## config.mk

```make
export PLATFORM = sky130hd
export DESIGN_NAME = rfid_line_coder
export DESIGN_NICKNAME = d
export VERILOG_FILES = /design/src/rtl/rlc_pkg.sv /design/src/rtl/rlc_bit_latch.sv /design/src/rtl/rlc_bit_timer.sv /design/src/rtl/rlc_symbol_gen.sv /design/src/rtl/rfid_line_coder.sv
export SDC_FILE = /design/constraint.sdc
export NUM_CORES = 1
export LEC_CHECK = 0
export ABC_AREA = 1
export BUFFER_PORTS_ARGS = -buffer_cell sky130_fd_sc_hd__buf_2
export CORE_AREA = 2 2 53 55
export CTS_CLUSTER_SIZE = 30
export DETAILED_ROUTE_END_ITERATION = 8
export DIE_AREA = 0 0 55 57
export HOLD_SLACK_MARGIN = 0.08
export PLACE_DENSITY = 0.53
export SYNTH_ARGS = -nofsm -noshare
export SYNTH_HDL_FRONTEND = slang
export SYNTH_SLANG_ARGS = --single-unit
```

## constraint.sdc

```tcl
create_clock -name clk -period 5.2 [get_ports clk]
set_input_delay 0.78 -clock clk [delete_from_list [all_inputs] [get_ports clk]]
set_output_delay 0.78 -clock clk [all_outputs]
set_load 0.005 [all_outputs]
```

## src/rtl/rlc_pkg.sv

```systemverilog
package rlc_pkg;

  typedef enum logic [1:0] {
    MD_MAN  = 2'd0,
    MD_BIP  = 2'd1,
    MD_PSK  = 2'd2,
    MD_IDLE = 2'd3
  } rlc_mode_e;

  // Carrier cycles in one bit for a given code and rate choice.
  function automatic int unsigned bit_cycles(input rlc_mode_e m, input logic fast,
                                             input int unsigned slow_c,
                                             input int unsigned fast_c,
                                             input int unsigned psk_c);
    if (m == MD_PSK) return psk_c;
    return fast ? fast_c : slow_c;
  endfunction

  // Mid-bit offset from the boundary edge.
  function automatic int unsigned mid_offset(input int unsigned cycles);
    return cycles / 2;
  endfunction

  // Level after a boundary edge.
  function automatic logic edge_level(input rlc_mode_e m, input logic b, input logic prev);
    case (m)
      MD_MAN:  return b;
      MD_BIP:  return ~prev;
      MD_PSK:  return b ? ~prev : prev;
      default: return 1'b1;
    endcase
  endfunction

  // Level after a non-boundary edge.
  function automatic logic run_level(input rlc_mode_e m, input logic b, input logic mid,
                                     input logic prev);
    case (m)
      MD_MAN:  return mid ? ~b : prev;
      MD_BIP:  return (mid && !b) ? ~prev : prev;
      MD_PSK:  return ~prev;
      default: return 1'b1;
    endcase
  endfunction

endpackage

```

## src/rtl/rlc_bit_latch.sv

```systemverilog
module rlc_bit_latch
  import rlc_pkg::*;
#(
  parameter int unsigned SLOW_CYC = 64,
  parameter int unsigned FAST_CYC = 32,
  parameter int unsigned PSK_CYC  = 16,
  parameter int unsigned CNT_W    = 7
) (
  input  logic             clk,
  input  logic             rst_n,
  input  logic             stb,
  input  rlc_mode_e        mode_in,
  input  logic             fast_in,
  input  logic             bit_in,
  output rlc_mode_e        cur_mode,
  output logic             cur_bit,
  output logic [CNT_W-1:0] half_cnt
);

  logic [CNT_W-1:0] half_new;
  assign half_new = CNT_W'(mid_offset(bit_cycles(mode_in, fast_in, SLOW_CYC, FAST_CYC, PSK_CYC)));

  always_ff @(posedge clk or negedge rst_n) begin
    if (!rst_n) begin
      cur_mode <= MD_IDLE;
      cur_bit  <= 1'b1;
      half_cnt <= CNT_W'(mid_offset(SLOW_CYC));
    end else if (stb) begin
      cur_mode <= mode_in;
      cur_bit  <= bit_in;
      half_cnt <= half_new;
    end
  end

  assert_hold_between_R8: assert property (@(posedge clk) disable iff (!rst_n)
    !stb |=> ($stable(cur_mode) && $stable(cur_bit) && $stable(half_cnt)));

endmodule

```

## src/rtl/rlc_bit_timer.sv

```systemverilog
module rlc_bit_timer #(
  parameter int unsigned CNT_W = 7
) (
  input  logic             clk,
  input  logic             rst_n,
  input  logic             stb,
  input  logic [CNT_W-1:0] half_cnt,
  output logic             mid_evt
);

  localparam logic [CNT_W-1:0] CNT_TOP = '1;

  logic [CNT_W-1:0] cnt;
  logic [CNT_W-1:0] cnt_nxt;

  assign cnt_nxt = (cnt == CNT_TOP) ? cnt : cnt + 1'b1;
  assign mid_evt = !stb && (cnt_nxt == half_cnt);

  always_ff @(posedge clk or negedge rst_n) begin
    if (!rst_n)   cnt <= CNT_TOP;
    else if (stb) cnt <= '0;
    else          cnt <= cnt_nxt;
  end

  assert_mid_single_R3: assert property (@(posedge clk) disable iff (!rst_n)
    mid_evt |=> !mid_evt);

  assert_restart_R3: assert property (@(posedge clk) disable iff (!rst_n)
    stb |=> (cnt == '0));

endmodule

```

## src/rtl/rlc_symbol_gen.sv

```systemverilog
module rlc_symbol_gen
  import rlc_pkg::*;
(
  input  logic      clk,
  input  logic      rst_n,
  input  logic      stb,
  input  rlc_mode_e mode_in,
  input  logic      bit_in,
  input  rlc_mode_e cur_mode,
  input  logic      cur_bit,
  input  logic      mid_evt,
  output logic      mod_q
);

  logic mod_nxt;

  always_comb begin
    if (stb) mod_nxt = edge_level(mode_in, bit_in, mod_q);
    else     mod_nxt = run_level(cur_mode, cur_bit, mid_evt, mod_q);
  end

  always_ff @(posedge clk or negedge rst_n) begin
    if (!rst_n) mod_q <= 1'b1;
    else        mod_q <= mod_nxt;
  end

  assert_idle_high_R9: assert property (@(posedge clk) disable iff (!rst_n)
    (cur_mode == MD_IDLE) |-> mod_q);

  assert_man_mid_R2: assert property (@(posedge clk) disable iff (!rst_n)
    (mid_evt && cur_mode == MD_MAN) |=> (mod_q == !$past(cur_bit)));

  assert_bip_edge_R4: assert property (@(posedge clk) disable iff (!rst_n)
    (stb && mode_in == MD_BIP) |=> (mod_q != $past(mod_q)));

  assert_bip_one_R5: assert property (@(posedge clk) disable iff (!rst_n)
    (!stb && cur_mode == MD_BIP && cur_bit) |=> $stable(mod_q));

  assert_psk_toggle_R6: assert property (@(posedge clk) disable iff (!rst_n)
    (!stb && cur_mode == MD_PSK) |=> (mod_q != $past(mod_q)));

  assert_psk_zero_R7: assert property (@(posedge clk) disable iff (!rst_n)
    (stb && mode_in == MD_PSK && !bit_in) |=> $stable(mod_q));

endmodule

```

## src/rtl/rfid_line_coder.sv

```systemverilog
module rfid_line_coder
  import rlc_pkg::*;
#(
  parameter int unsigned SLOW_CYC = 64,
  parameter int unsigned FAST_CYC = 32,
  parameter int unsigned PSK_CYC  = 16
) (
  input  logic       clk,
  input  logic       rst_n,
  input  logic [1:0] mode_sel,
  input  logic       rate_fast,
  input  logic       data_bit,
  input  logic       bit_stb,
  output logic       mod_ctl
);

  localparam int unsigned CNT_W = $clog2(SLOW_CYC) + 1;

  rlc_mode_e        mode_in;
  rlc_mode_e        cur_mode;
  logic             cur_bit;
  logic [CNT_W-1:0] half_cnt;
  logic             mid_evt;

  assign mode_in = rlc_mode_e'(mode_sel);

  rlc_bit_latch #(
    .SLOW_CYC(SLOW_CYC), .FAST_CYC(FAST_CYC), .PSK_CYC(PSK_CYC), .CNT_W(CNT_W)
  ) u_latch (
    .clk(clk), .rst_n(rst_n), .stb(bit_stb), .mode_in(mode_in), .fast_in(rate_fast),
    .bit_in(data_bit), .cur_mode(cur_mode), .cur_bit(cur_bit), .half_cnt(half_cnt)
  );

  rlc_bit_timer #(.CNT_W(CNT_W)) u_timer (
    .clk(clk), .rst_n(rst_n), .stb(bit_stb), .half_cnt(half_cnt), .mid_evt(mid_evt)
  );

  rlc_symbol_gen u_gen (
    .clk(clk), .rst_n(rst_n), .stb(bit_stb), .mode_in(mode_in), .bit_in(data_bit),
    .cur_mode(cur_mode), .cur_bit(cur_bit), .mid_evt(mid_evt), .mod_q(mod_ctl)
  );

  assert_reset_off_R1: assert property (@(posedge clk) disable iff (!rst_n)
    $rose(rst_n) |-> mod_ctl);

endmodule

```

==> results.toml, run 1 <==
[sta]
rsz0062_at_grt = "false"
period_needed_ns = 1.855
fin_tns_setup_ns = 0
max_freq_mhz = 539.0
max_slew_margin_pct = 78.82
min_period_over_period_pct = 35.68
drv_slew = 0
hold_ws_ns = 0.3842
setup_viol = 0
finalClockSkew_ns = 0.002981
worst_slew_pin_slew_ns = 0.3177
hold_viol = 0

[run]
drv_cap = 0

[place]
dp_hpwl_mm = 1.385
dp_cells = 155
gp_congestion = 0.7910
io_buffers = 7

[clocking]
cts_setup_buffers = 0
cts_resized = 0
hold_buffers = 0
htree_levels = 1
cts.clk_slew.worst_paths_ns = 0.08
clockBufferDepth = 2
cts_tree = "built"
root_buffer = "clkbuf_4"
clk_latency_ns = 0.28
clock_sinks = 14
cts_made_buffers = 3

[logic_synthesis]
synth_area_per_cell_um2 = 7.739
synth_top_cell_by_area = "dfstp_2"
syn_inst = 119
synthTopCellsByArea = "dfstp_2, nand2_1, ha_1"
synth_top_area_share_pct = 34.24
synth_cell_types = 24
syn_nets = 133
ys_seq_area_share_pct = 39.67
syn_area_um2 = 920.9
synth.ff_latch_count = 14
yosysWarnings = 0

[die]
io_pins = 8
die_h_um = 57
std_cell_rows = 19
initial_core_util_pct = 35.22
fp.dieW_um = 55
die_area_mm2 = 0.003135
core_mm2 = 0.002615

[status]
status = "completed"

[detailed_routing]
ant_nets = 0
drt-total-wl_mm = 1.771
drc = 0
vias_per_cell = 4.748
dr.first_iter.drc_count = 19
dr.pass1.iters = 4
num_vias = 755
wl_per_cell_um = 11.14

[finish]
final_util_pct = 38.47
fin_cells = 159
layout_common_cells = "nand2_1, inv_1, nor2_1, dfstp_2"
final_nets = 143
area_growth_pct = 9.239
num_antenna_cells = 0
drive_above_1_share_pct = 22.66
final_common_cell = "nand2_1"

[setup_path]
path_max_fanout = 13
arrival_ns = 2.07
crit_path_end_kind = "flop"
required_ns = 5.42
startpoint_type = "flop"
critical_path_class = "reg2reg"

[global_route]
grt_pass1_wl_mm = 3.056
grt_max_degree = 15
track_usage_pct = 13.50
grt_pass1_vias = 720
antenna_found_initial = 0
grt-ovfl-total = 0

[power]
peakVddDrop_mv = 0.1202
leakagePower_nw = 0.4867
power_density_mw_per_mm2 = 234.2

[min_path]
hp-class = "in2async"
==> worst paths after layout <==
| kind | depth (start not counted) | end | startpoint | slack, ns |
|---|---|---|---|---|
| min | 1 | u_latch.half_cnt[3] | rst_n | 0.38 |
| max reg2reg | 12 | u_gen.mod_q | u_timer.cnt[0] | 3.34 |
| min in group clk | 2 | u_gen.mod_q | u_gen.mod_q | 0.48 |
| max | 12 | u_gen.mod_q | u_timer.cnt[0] | 3.34 |
| max in group asynchronous | 1 | u_timer.cnt[0] | rst_n | 4.53 |
| min reg2reg | 2 | u_gen.mod_q | u_gen.mod_q | 0.48 |
==> synth_stat cells (all sizes together) <==
master	instances
ha	7
dfrtp	2
inv	16
o21bai	1
o21a	1
and2	1
o21ai	6
nand3b	1
clkbuf	1
xor2	1
a21oi	8
xnor2	1
or2	1
nand2	32
dfstp	12
nor2	15
a221oi	1
nand3	11
buf	1
==> sequential cells by signal (all words and copies together), names as in the netlist <==
register / flops
u_gen.mod_q: 1
u_latch.cur_mode: 2
u_latch.half_cnt: 3
u_latch.cur_bit: 1
u_timer.cnt: 7
==> layout make-up <==
type | count | area (um^2)
multi-input cells | 87 | 480.5
repair buffers | 7 | 35.03
fillers | 287 | 1609
well taps | 31 | 38.79
clock buffers | 4 | 26.28
flip-flops and latches | 14 | 365.4
inverters | 16 | 60.06
==> cells by family (layout without fill, tap and decap cells) <==
logic type      Yosys count  in the layout  synth area share [%]
buf+inv                  18             27                 8.152
simple gates             61             61                 30.57
fa+ha+maj                 7              7                 9.510
xor+xnor                  2              2                 1.903
flops                    14             14                 39.67
compound gates           17             17                 10.19
==> critical path, cell delays in order (launching register included) <==
cell,delay (ns)
dfstp_2,0.57
ha_1,0.22
nand2_2,0.09
nor2_4,0.09
nand2_2,0.17
o21ai_1,0.22
nand3_1,0.10
nor2_1,0.09
nand2_1,0.05
nand2_1,0.07
nand2_1,0.05
nand2_1,0.05
nand2_1,0.04
==> per-stage QoR <==
step / total power [mW] / cell area [um^2] / setup WS, ns
after floorplan: 0.1588 / 920.9 / 3.515
after global placement: 0.1736 / 979.7 / 3.330
after detailed placement: 0.1739 / 979.7 / 3.303
after CTS: 0.2417 / 1006 / 3.316
after global routing: 0.2525 / 1006 / 3.160
final: 0.2356 / 1006 / 3.345
==> routing by layer <==
layer | up-vias | wire, um | GRT usage (%) | share of wire, %
met1 | 343 | 871 | 17.67 | 49
met5 | - | 0 | 0 | 0
met2 | 14 | 810 | 21.26 | 46
met4 | 0 | 27 | 6.272 | 1.5
li1 | 394 | - | - | -
met3 | 4 | 62 | 2.356 | 3.5
==> report_power, final <==
| part | total [mW] | internal (mW) | switching [mW] |
|---|---|---|---|
| registers | 0.130 | 0.122 | 0.00731 |
| clock network | 0.0643 | 0.0297 | 0.0345 |
| logic | 0.0417 | 0.0174 | 0.0243 |
Note: power is estimated with default switching activity, not from simulation.
==> run 2, diff against run 1 <==
==> constraint.sdc (replaced) <==
create_clock -name clk -period 1.71 [get_ports clk]
set_input_delay 0.2565 -clock clk [delete_from_list [all_inputs] [get_ports clk]]
set_output_delay 0.2565 -clock clk [all_outputs]
set_load 0.005 [all_outputs]
==> run 2 against run 1 <==
Compared with the run above: clock-buffer cell count unchanged; register-to-register slack got worse by 3.3 ns; global-route usage increased by 0.40 points; via count increased by 4.9%.
==> results.toml, run 2 (synthesis results as in run 1) <==
[detailed_routing]
drt-total-wl_mm = 1.813
drc = 0
vias_per_cell = 4.686
wl_per_cell_um = 10.73
dr.first_iter.drc_count = 18
dr.pass1.iters = 4
ant_nets = 0
num_vias = 792

[min_path]
min_path_cells = 4
min-delay-start = "rate_fast"
hold_end = "u_latch.half_cnt[5]"
hp-class = "in2reg"

[setup_path]
regToRegStartpoint = "u_timer.cnt[1]"
arrival_ns = 1.90
r2r_cells = 12
required_ns = 1.92
r2r_end = "u_gen.mod_q"
r2r_setup_slack_ns = 0.02
critical_path_class = "reg2reg"
crit_path_end_kind = "flop"
path_max_fanout = 3
startpoint_type = "flop"

[sta]
min_period_over_period_pct = 98.58
period_needed_ns = 1.686
setup_viol = 0
finalClockSkew_ns = 0.008169
worst_slew_pin_slew_ns = 0.3171
max_slew_margin_pct = 78.86
rsz0062_at_grt = "true"
fin_tns_setup_ns = 0
hold_ws_ns = 0.2057
hold_viol = 0
max_freq_mhz = 593.2
drv_slew = 0

[clocking]
cts_tree = "built"
cts.clk_slew.worst_paths_ns = 0.08
clk_latency_ns = 0.27
cts_made_buffers = 3
root_buffer = "clkbuf_4"
htree_levels = 1
clockBufferDepth = 2
clock_sinks = 14

[global_route]
track_usage_pct = 13.90
antenna_found_initial = 0
grt-ovfl-total = 0
grt_max_degree = 15
grt_pass1_wl_mm = 3.229
grt_pass1_vias = 746

[place]
io_buffers = 7
dp_hpwl_mm = 1.374
gp_congestion = 0.8408

[die]
fp.dieW_um = 55
core_mm2 = 0.002615
initial_core_util_pct = 35.22
io_pins = 8
die_area_mm2 = 0.003135
die_h_um = 57
std_cell_rows = 19

[finish]
final_nets = 153
regMostFlops = "u_timer.cnt"
drive_above_1_share_pct = 34.06
fill_cells = 285
layout_common_cells = "nand2_1, inv_1, nor2_1, dfstp_2"
num_antenna_cells = 0
final_common_cell = "nand2_1"
area_growth_pct = 23.91
reg_top3 = "u_timer.cnt x7, u_latch.half_cnt x3, u_latch.cur_mode x2"
largest_reg_flops = 7

[run]
drv_cap = 0

[power]
power_density_mw_per_mm2 = 650.9
leakagePower_nw = 0.5714
peakVddDrop_mv = 0.5604

[status]
status = "completed"
==> run 2: cell count changes in the layout (fill, tap and decap cells not counted), sizes merged <==
cell         delta
dlygate4sd3     +1
buf             +9
==> run 2: through the flow <==
step	worst slack [ns]	util (%)	cell area [um^2]	power (mW)	instances
2_1_floorplan	0.08023	-	920.9	0.4830	119
5_1_grt	-0.1275	43.64	1141	0.8003	169
3_3_place_gp	0.004826	39.19	1025	0.5404	161
3_5_place_dp	-0.009402	39.19	1025	0.5410	161
6_report	0.02427	43.64	1141	0.7428	169
4_1_cts	0.008237	40.86	1069	0.7386	166
==> run 2: critical path, stage by stage (launching register included) <==
cell and delay [ns]:
dfstp_2 0.56, buf_4 0.14, nand3_2 0.08, o21bai_1 0.20
nand2_1 0.12, nand3_2 0.08, nand2_1 0.05, nor2_1 0.11
nand2_1 0.06, nand2_1 0.08, nand2_1 0.05, nand2_1 0.06
nand2_1 0.05
==> run 2: where the power goes <==
group / internal, mW / total, mW / switching, mW
combinational: 0.0732 / 0.158 / 0.0849
clock: 0.0903 / 0.190 / 0.0997
sequential: 0.372 / 0.395 / 0.0227
total: 0.535 / 0.743 / 0.207
==> run 2: how the worst max path moves through the flow <==
stage	startpoint	endpoint
final	u_timer.cnt[1]	u_gen.mod_q
after global routing	u_timer.cnt[1]	u_gen.mod_q
after CTS	u_timer.cnt[0]	u_gen.mod_q
after detailed placement	u_timer.cnt[0]	u_gen.mod_q
after global placement	u_timer.cnt[0]	u_gen.mod_q
after floorplan	u_timer.cnt[0]	u_gen.mod_q
==> run 2: layout make-up <==
cell class | instances | area (um^2) | share of cell area, %
clock buffer | 4 | 26.28 | 2.303
inverter | 16 | 60.06 | 5.263
multi-input combinational | 87 | 530.5 | 46.49
sequential | 14 | 365.4 | 32.02
tap | 31 | 38.79 | 3.399
timing repair buffer | 17 | 120.1 | 10.53
==> run 2: what timing repair did <==
item                                   CTS  global route
hold buffers                             1             0
pin swaps                                0            12
resized for setup                        2            12
buffers inserted                         0             3
endpoints found under the hold margin    2             0
setup endpoints to repair                1             1
==> run 2: per-layer routing <==
layer	global-route usage, %	share of wire, %
met4	5.226	0.66
met3	2.356	2.8
met2	20.24	46
met1	20.50	51
met5	0	0
